**config.mk**
```make
export PLATFORM = sky130hd
export DESIGN_NAME = ecc_secded
export DESIGN_NICKNAME = d
export VERILOG_FILES = /design/src/rtl/ecc_pkg.sv /design/src/rtl/ecc_check_gen.sv /design/src/rtl/ecc_encoder.sv /design/src/rtl/ecc_decoder.sv /design/src/rtl/ecc_secded.sv
export SDC_FILE = /design/constraint.sdc
export NUM_CORES = 1
export LEC_CHECK = 0
export ABC_AREA = 1
export BUFFER_PORTS_ARGS = -buffer_cell sky130_fd_sc_hd__clkbuf_2
export CORE_MARGIN = 4
export CORE_UTILIZATION = 40
export CTS_BUF_LIST = sky130_fd_sc_hd__clkbuf_16
export CTS_CLUSTER_SIZE = 40
export DETAILED_ROUTE_END_ITERATION = 12
export PLACE_DENSITY = 0.69
export SYNTH_ARGS = -nofsm -noshare
export SYNTH_HDL_FRONTEND = slang
export SYNTH_HIERARCHICAL = 1
export SYNTH_SLANG_ARGS = --single-unit
```
**constraint.sdc**
```tcl
create_clock -name clk -period 2.7 [get_ports clk]
set_clock_uncertainty 0.05 [all_clocks]
set_input_delay 0.54 -clock clk [delete_from_list [all_inputs] [get_ports clk]]
set_output_delay 0.54 -clock clk [all_outputs]
set_load 0.03 [all_outputs]
```
**src/rtl/ecc_pkg.sv**
```systemverilog
// Shared constants and the column-assignment rule for the SEC-DED code.
// Assumes an odd-weight column code with an identity block for check bits.
package ecc_pkg;

    localparam int DATA_W = 64;
    localparam int CHK_W  = 8;
    localparam int CODE_W = DATA_W + CHK_W;

    // Count set bits of a non-negative integer.
    function automatic int popcnt(input int v);
        int n;
        n = 0;
        for (int b = 0; b < 31; b++) begin
            n += (v >> b) & 1;
        end
        return n;
    endfunction

    // Column of data bit idx: odd weights from 3 upward, ascending value inside a weight.
    function automatic int data_col(input int idx, input int chk_w);
        int n;
        int res;
        n   = 0;
        res = 0;
        for (int w = 3; w <= chk_w; w += 2) begin
            for (int v = 0; v < (1 << chk_w); v++) begin
                if (popcnt(v) == w) begin
                    if (n == idx) begin
                        res = v;
                    end
                    n++;
                end
            end
        end
        return res;
    endfunction

endpackage

```
**src/rtl/ecc_check_gen.sv**
```systemverilog
// Check-bit generator: XOR of the columns of all set data bits.
// Assumes DATA_W does not exceed the count of odd-weight columns of weight >= 3.
module ecc_check_gen #(
    parameter int DATA_W = ecc_pkg::DATA_W,
    parameter int CHK_W  = ecc_pkg::CHK_W
) (
    input  logic [DATA_W-1:0] data_i,
    output logic [CHK_W-1:0]  chk_o
);

    logic [CHK_W-1:0] term [DATA_W];

    // Each data bit contributes its column when set.
    for (genvar i = 0; i < DATA_W; i++) begin : g_term
        localparam logic [CHK_W-1:0] COL = CHK_W'(ecc_pkg::data_col(i, CHK_W));
        assign term[i] = data_i[i] ? COL : '0;
    end

    // Fold all contributions into the check vector.
    always_comb begin
        chk_o = '0;
        for (int i = 0; i < DATA_W; i++) begin
            chk_o = chk_o ^ term[i];
        end
    end

endmodule

```
**src/rtl/ecc_encoder.sv**
```systemverilog
// Systematic encoder: appends generated check bits above the data.
// Assumes the shared column rule from ecc_pkg.
module ecc_encoder #(
    parameter int DATA_W = ecc_pkg::DATA_W,
    parameter int CHK_W  = ecc_pkg::CHK_W,
    localparam int CODE_W = DATA_W + CHK_W
) (
    input  logic [DATA_W-1:0] data_i,
    output logic [CODE_W-1:0] code_o
);

    logic [CHK_W-1:0] chk;

    ecc_check_gen #(.DATA_W(DATA_W), .CHK_W(CHK_W)) u_gen (
        .data_i (data_i),
        .chk_o  (chk)
    );

    // Data passes unchanged; check bits sit in the upper field.
    assign code_o = {chk, data_i};

endmodule

```
**src/rtl/ecc_decoder.sv**
```systemverilog
// Decoder: forms the syndrome, classifies it, and flips the matched data bit.
// Assumes all columns are distinct and odd-weight, so an even nonzero
// syndrome can only come from an uncorrectable pattern.
module ecc_decoder #(
    parameter int DATA_W = ecc_pkg::DATA_W,
    parameter int CHK_W  = ecc_pkg::CHK_W,
    localparam int CODE_W = DATA_W + CHK_W
) (
    input  logic [CODE_W-1:0] code_i,
    output logic [DATA_W-1:0] data_o,
    output logic              clean_o,
    output logic              fixed_o,
    output logic              uncorr_o,
    output logic [CHK_W-1:0]  syn_o
);

    logic [DATA_W-1:0] rx_data;
    logic [CHK_W-1:0]  rx_chk;
    logic [CHK_W-1:0]  recalc;
    logic [CHK_W-1:0]  syn;
    logic [DATA_W-1:0] data_hit;
    logic              chk_hit;

    assign rx_data = code_i[DATA_W-1:0];
    assign rx_chk  = code_i[CODE_W-1:DATA_W];

    ecc_check_gen #(.DATA_W(DATA_W), .CHK_W(CHK_W)) u_gen (
        .data_i (rx_data),
        .chk_o  (recalc)
    );

    // Syndrome: recomputed check bits against received ones.
    assign syn = recalc ^ rx_chk;

    // One comparator per data bit against its fixed column.
    for (genvar i = 0; i < DATA_W; i++) begin : g_match
        localparam logic [CHK_W-1:0] COL = CHK_W'(ecc_pkg::data_col(i, CHK_W));
        assign data_hit[i] = (syn == COL);
    end

    // Check-bit columns are the identity, so a one-hot syndrome names a check bit.
    assign chk_hit = (syn != '0) && ((syn & (syn - 1'b1)) == '0);

    // Classification and correction.
    always_comb begin
        clean_o  = (syn == '0);
        fixed_o  = chk_hit || (|data_hit);
        uncorr_o = !clean_o && !fixed_o;
        data_o   = rx_data ^ data_hit;
        syn_o    = syn;
    end

endmodule

```
**src/rtl/ecc_secded.sv**
```systemverilog
// Top: SEC-DED encoder and decoder with an optional output register stage.
// Assumes synchronous active-low reset; with OUT_REG=0 clk and rst_n only
// feed the assertion bookkeeping.
module ecc_secded #(
    parameter int DATA_W  = ecc_pkg::DATA_W,
    parameter int CHK_W   = ecc_pkg::CHK_W,
    parameter bit OUT_REG = 1'b1,
    localparam int CODE_W = DATA_W + CHK_W
) (
    input  logic              clk,
    input  logic              rst_n,
    input  logic [DATA_W-1:0] enc_data_i,
    output logic [CODE_W-1:0] enc_code_o,
    input  logic [CODE_W-1:0] dec_code_i,
    output logic [DATA_W-1:0] dec_data_o,
    output logic              dec_clean_o,
    output logic              dec_fixed_o,
    output logic              dec_uncorr_o,
    output logic [CHK_W-1:0]  dec_syndrome_o
);

    logic [CODE_W-1:0] enc_code;
    logic [DATA_W-1:0] dec_data;
    logic              dec_clean;
    logic              dec_fixed;
    logic              dec_uncorr;
    logic [CHK_W-1:0]  dec_syn;
    logic              live_q;

    ecc_encoder #(.DATA_W(DATA_W), .CHK_W(CHK_W)) u_enc (
        .data_i (enc_data_i),
        .code_o (enc_code)
    );

    ecc_decoder #(.DATA_W(DATA_W), .CHK_W(CHK_W)) u_dec (
        .code_i   (dec_code_i),
        .data_o   (dec_data),
        .clean_o  (dec_clean),
        .fixed_o  (dec_fixed),
        .uncorr_o (dec_uncorr),
        .syn_o    (dec_syn)
    );

    // Marks that at least one edge has passed since reset released.
    always_ff @(posedge clk) begin
        if (!rst_n) live_q <= 1'b0;
        else        live_q <= 1'b1;
    end

    if (OUT_REG) begin : g_reg
        // Output stage: registers every result, clean state on reset.
        always_ff @(posedge clk) begin
            if (!rst_n) begin
                enc_code_o     <= '0;
                dec_data_o     <= '0;
                dec_clean_o    <= 1'b1;
                dec_fixed_o    <= 1'b0;
                dec_uncorr_o   <= 1'b0;
                dec_syndrome_o <= '0;
            end else begin
                enc_code_o     <= enc_code;
                dec_data_o     <= dec_data;
                dec_clean_o    <= dec_clean;
                dec_fixed_o    <= dec_fixed;
                dec_uncorr_o   <= dec_uncorr;
                dec_syndrome_o <= dec_syn;
            end
        end

        AST_ENC_DATA_PASS: assert property (@(posedge clk) disable iff (!rst_n)
            live_q |-> enc_code_o[DATA_W-1:0] == $past(enc_data_i));
        AST_UNCORR_RAW: assert property (@(posedge clk) disable iff (!rst_n)
            (live_q && dec_uncorr_o) |-> dec_data_o == $past(dec_code_i[DATA_W-1:0]));
    end else begin : g_comb
        // Pass-through: results leave combinationally.
        always_comb begin
            enc_code_o     = enc_code;
            dec_data_o     = dec_data;
            dec_clean_o    = dec_clean;
            dec_fixed_o    = dec_fixed;
            dec_uncorr_o   = dec_uncorr;
            dec_syndrome_o = dec_syn;
        end
    end

    AST_ONE_FLAG: assert property (@(posedge clk) disable iff (!rst_n)
        $onehot({dec_clean_o, dec_fixed_o, dec_uncorr_o}));
    AST_CLEAN_ZERO_SYN: assert property (@(posedge clk) disable iff (!rst_n)
        dec_clean_o |-> dec_syndrome_o == '0);
    AST_FIXED_ODD_SYN: assert property (@(posedge clk) disable iff (!rst_n)
        dec_fixed_o |-> ^dec_syndrome_o);
    AST_EVEN_IS_UNCORR: assert property (@(posedge clk) disable iff (!rst_n)
        (dec_syndrome_o != '0 && !(^dec_syndrome_o)) |-> dec_uncorr_o);

endmodule

```
; Word-level counts from Yosys, hierarchy flattened
; Cells that the tools add are included.
[totals]
ff_bits = 147
input_bits = 138
out_inout_bits = 147
word_cells = 337
[op_classes]
add_sub_neg = 1
eq_ne = 64
mux = 128
bitwise_logic = 129
n_reduce_logical = 9
[ops]
columns = operator, n
row1 = 8-bit bitwise XOR, 43
row2 = 8-bit two-way mux, 42
row3 = 8-bit by 7-bit bitwise XOR with 8-bit output, 34
row4 = 8-bit by 6-bit bitwise XOR with 8-bit output, 30
row5 = 7-bit two-way mux, 34
row6 = 6-bit two-way mux, 30
row7 = "8-bit equality test, second input constant", 21
row8 = "8-bit by 7-bit equality test with 1-bit output, second input constant", 17
row9 = "8-bit by 6-bit equality test with 1-bit output, second input constant", 15
row10 = 8-bit by 5-bit bitwise XOR with 8-bit output, 14
row11 = 5-bit two-way mux, 14
row12 = 64-bit OR reduction, 1
row13 = 64-bit bitwise XOR, 1
row14 = "8-bit by 5-bit equality test with 1-bit output, second input constant", 7
row15 = 8-bit by 4-bit bitwise XOR with 8-bit output, 6
row16 = "8-bit by 4-bit equality test with 1-bit output, second input constant", 3
row17 = 4-bit two-way mux, 6
row18 = 8-bit logical NOT, 2
row19 = 8-bit AND, 1
row20 = "8-bit by 3-bit equality test with 1-bit output, second input constant", 1
row21 = 8-bit nonzero test, 1
row22 = "8-bit by 1-bit subtractor with 8-bit output, second input constant", 1
row23 = 3-bit two-way mux, 2
row24 = 1-bit logical AND, 2
row25 = 2 further kinds, 3

; Logic depth before layout (Yosys ltp)
[depth]
word_depth = 72
mapped_depth = 30
ltp_nobuf = 29

; Hierarchy
; Netlist, hierarchy kept.
[by_module_without_submodules]
columns = module, instances, cells_each, area_per_inst_um2, seq_area_each_um2
row1 = ecc_check_gen, 2, 563, 2760.1, 0.0
row2 = ecc_secded, 1, 457, 4201.5, 2942.8
row3 = ecc_decoder, 1, 306, 1790.5, 0.0
row4 = ecc_encoder, 1, 64, 480.5, 0.0

; Worst setup path after synthesis
; Ideal clock, no wire load.
[synth_path]
path_kind = input to register
startpoint = input dec_code_i[61]
endpoint = register dec_fixed_o
setup_ns = 0.109
arrival_time_ns = 2.662
slack_ns = -0.121
stages = 25
cell_sequence = buf_4 xnor2_2 xor2_1 inv_1 nand2_1 nand2_1 nand2_1 nand2_1 nand2_1 inv_1 nor2_1 inv_1 nand2_1 nand2_4 nand2_4 nor2_2 nand2_1 nand2_1 nor2_1 nand2_1 nor2_1 nand3_1 or2_1 nand2_1 inv_1
[synth_via]
elab_chain_len = 10
[synth_lines]
columns = element, line
row1 = start: declaration, ecc_secded.sv:14  ; input logic [CODE_W-1:0] dec_code_i,
row2 = 6-bit two-way mux (*), ecc_check_gen.sv:16  ; assign term[i] = data_i[i] ? COL : '0;
row3 = 8-bit by 6-bit bitwise XOR with 8-bit output (*), ecc_check_gen.sv:23  ; chk_o = chk_o ^ term[i];
row4 = 8-bit by 7-bit bitwise XOR with 8-bit output (*) (2 in series), ecc_check_gen.sv:23
row5 = via u_dec.recalc[3], ecc_decoder.sv:19  ; logic [CHK_W-1:0] recalc;
row6 = 8-bit bitwise XOR (*), ecc_decoder.sv:33  ; assign syn = recalc ^ rx_chk;
row7 = 8-bit by 1-bit subtractor with 8-bit output, ecc_decoder.sv:42  ; assign chk_hit = (syn != '0) && ((syn & (syn - 1'b1)) == '0);
row8 = 8-bit AND, ecc_decoder.sv:42
row9 = 8-bit logical NOT, ecc_decoder.sv:42
row10 = 1-bit logical AND, ecc_decoder.sv:42
row11 = 1-bit logical OR (*), ecc_decoder.sv:47  ; fixed_o = chk_hit || (|data_hit);
row12 = via dec_fixed, ecc_secded.sv:25  ; logic dec_fixed;
row13 = end signal: assignment, ecc_secded.sv:64  ; dec_fixed_o <= dec_fixed;
row14 = end: declaration, ecc_secded.sv:17  ; output logic dec_fixed_o,
; Mark *: on every way through the listed nets, which the timed path passes. The rest lies on a longest branch.
; A chain may end at the register's enable or synchronous reset.

; Worst setup path after layout
[layout_path]
startpoint = input dec_code_i[63]
endpoint = register dec_fixed_o
[layout_via]
elab_chain_len = 8
[layout_lines]
columns = element, line
row1 = 7-bit two-way mux (*), ecc_check_gen.sv:16
row2 = 8-bit by 7-bit bitwise XOR with 8-bit output (*), ecc_check_gen.sv:23
row3 = via u_dec.recalc[6], ecc_decoder.sv:19
row4 = 8-bit bitwise XOR (*), ecc_decoder.sv:33
row5 = 8-bit by 1-bit subtractor with 8-bit output, ecc_decoder.sv:42
row6 = 8-bit AND, ecc_decoder.sv:42
row7 = 8-bit logical NOT, ecc_decoder.sv:42
row8 = 1-bit logical AND, ecc_decoder.sv:42
row9 = 1-bit logical OR (*), ecc_decoder.sv:47
row10 = via dec_fixed, ecc_secded.sv:25
; Marked as above.

==> impl_metrics.json <==
{
  "crit_top_cell": "nand2_1",
  "ctsLongestPathBuffers": 2,
  "yosysTopAreaCellShare_pct": 25.4,
  "leakagePower_nw": 10.9,
  "tritoncts": "done",
  "hold_viol_final": 0,
  "core_mm2": 0.0296,
  "worst_setup_path_end_kind": "flip-flop",
  "ys_seq_area_share_pct": 24.5,
  "h-tree-depth": 4,
  "cp.required_ns": 3.01,
  "finish.utilization_pct": 60.8,
  "viasPerCell": 4.67,
  "nets": 2518,
  "hp-class": "in2reg",
  "dr.pass1.iters": 6,
  "fin_ws_ns": -0.242,
  "ir_drop_v": 0.000394,
  "grt_pass1_vias": 11700,
  "pwr_density_cell_mw_per_mm2": 564,
  "drive_gt1_share_pct": 40.4,
  "cts_buffers": 17,
  "fmax_mhz": 340,
  "ys_types": 26,
  "wirelength_um": 46600,
  "synthArstFlopShare_pct": 0,
  "cts.sinks": 147,
  "synth_flop_cell": "dfxtp_1",
  "fin_crit_sh_pct": 109,
  "grt_max_degree": 53,
  "cap_violations": 0,
  "finalSetupViolCount": 34,
  "violations": "setup timing",
  "synth_common_cells": "nand2_1, inv_1, xnor2_1, dfxtp_1, xor2_1",
  "path_max_fanout": 8,
  "areaGrowthSynthToFinish_pct": 50.2,
  "placementRows": 63,
  "syn_inst": 1953,
  "root_buffer": "clkbuf_16",
  "first_iter_violations": 1110,
  "total_power_mw": 10.2,
  "grt_pass1_wl_um": 66600,
  "period_needed_ns": 2.94,
  "clkTransAtPathRegs_ns": 0.08,
  "die_h_um": 181,
  "synth.largest_area_cell": "nand2_1",
  "tightest_slew_ns": 0.609,
  "crit_arrival_ns": 3.25,
  "wire_per_inst_um": 16.7,
  "die_w_um": 181,
  "place_congestion": 0.982,
  "grtUsageTotal_pct": 26.4,
  "yosys_warnings": 6,
  "placed_cells": 2717,
  "io_pins": 285,
  "yosysMostFrequentCell": "nand2_1",
  "dp_slack_ns": -1.01,
  "final_cells": 2784,
  "synth.area.top_cells": "nand2_1, dfxtp_1, xnor2_1",
  "port_buffers": 284,
  "slew_headroom_pct": 59.4,
  "dpl.hpwl_um": 36800,
  "die_area_mm2": 0.0328,
  "worstSetupPathType": "in2reg",
  "synth.net_count": 2091,
  "fill_cells": 2663,
  "gr-total-overflow": 0,
  "ant_nets": 0,
  "fin_area_mm2": 0.0180,
  "outcome": "finished, violations left",
  "syn-cell-area_mm2": 0.0120,
  "startpoint_type": "primary input",
  "timing.final.max_slew_violations": 0,
  "drc": 0,
  "vias": 13000,
  "placedInstanceArea_mm2": 0.0148,
  "synth_edf_count": 0,
  "initial_core_util_pct": 40.5,
  "worst_path_largest_cell_delay_ns": 0.26,
  "rsz0062_at_grt": "true",
  "cpMaxStageDelayCell": "or2_1",
  "synth_seq_cells": 147,
  "antenna_found_initial": 1,
  "syn_area_per_cell_um2": 6.14
}
-- flip-flops by register name, indices dropped and copies added (netlist names) --
| register | count |
|---|---|
| dec_data_o | 64 |
| enc_code_o | 72 |
| dec_fixed_o | 1 |
| dec_syndrome_o | 8 |
| dec_clean_o | 1 |
| dec_uncorr_o | 1 |
-- metrics by stage --
stage	hold WS (ns)	setup TNS, ns
floorplan	0.664	-0.0540
global placement	0.733	-44.19
CTS	0.258	-0.194
detailed placement	0.738	-44.41
finish	0.285	-1.92
global route	0.285	-7.32
-- critical path, delay by kind of cell --
| family | cells | cell delay, ns |
|---|---|---|
| buf+inv | 8 | 0.65 |
| xor+xnor | 1 | 0.14 |
| simple gates | 20 | 1.90 |
-- power breakdown --
group          internal [mW]  total (mW)  switching (mW)
combinational           1.97        5.16            3.19
clock                   1.48        2.59            1.11
sequential              2.35        2.41          0.0564
total                   5.81        10.2            4.35
-- layer usage --
metal,up-vias,track usage [%],routed length [µm]
li1,6414,-,-
met1,5901,38.4,20900
met2,594,38.9,20100
met3,85,5.25,4100
met4,0,8.68,1480
met5,-,0,0
-- kinds of logic (layout without fill, tap and decap cells) --
kind of cell | after synthesis | after routing | synth area share [%]
buffers and inverters | 473 | 913 | 17.9
other | 0 | 1 | 0
AOI/OAI and AO/OA | 2 | 2 | 0.0835
DFF | 147 | 147 | 24.5
xor gates and xnor gates | 258 | 258 | 19.5
and+or+nand+nor | 1073 | 1073 | 38.0
-- repair_timing --
item                       4_1_cts  5_1_grt
setup endpoints to repair       66       67
gates resized for setup        133      454
pin swaps                       69      162
setup buffers                   10       31
hold buffers                     0        0
-- layout make-up --
cell class              instances  area [µm²]  share of cell area (%)
multi-input cells            1333        8860                    49.2
repair buffers                510        3700                    20.5
flip-flops and latches        147        2940                    16.3
inverters                     371        1400                    7.78
well taps                     390         488                    2.71
clock buffers                  17         425                    2.36
clock inverters                15         199                    1.10
diodes                          1        2.50                  0.0139
-- worst paths after layout --
kind / start / to / slack, ns / cells after the start
hold / removal: enc_data_i[39] / enc_code_o[39]$_SDFF_PN0_ / 0.28 / 3
setup / recovery: dec_code_i[63] / dec_fixed_o$_SDFF_PN0_ / -0.24 / 29
-- cell usage in the layout (no fill, tap or decap), drive strengths merged, types with 20 or more instances in the layout --
cell type	instances
nor2	100
buf	267
xor2	84
nand3b	20
dfxtp	147
nand3	79
inv	378
clkbuf	260
nand2	856
xnor2	174
Power figures use the tool's default switching activity.
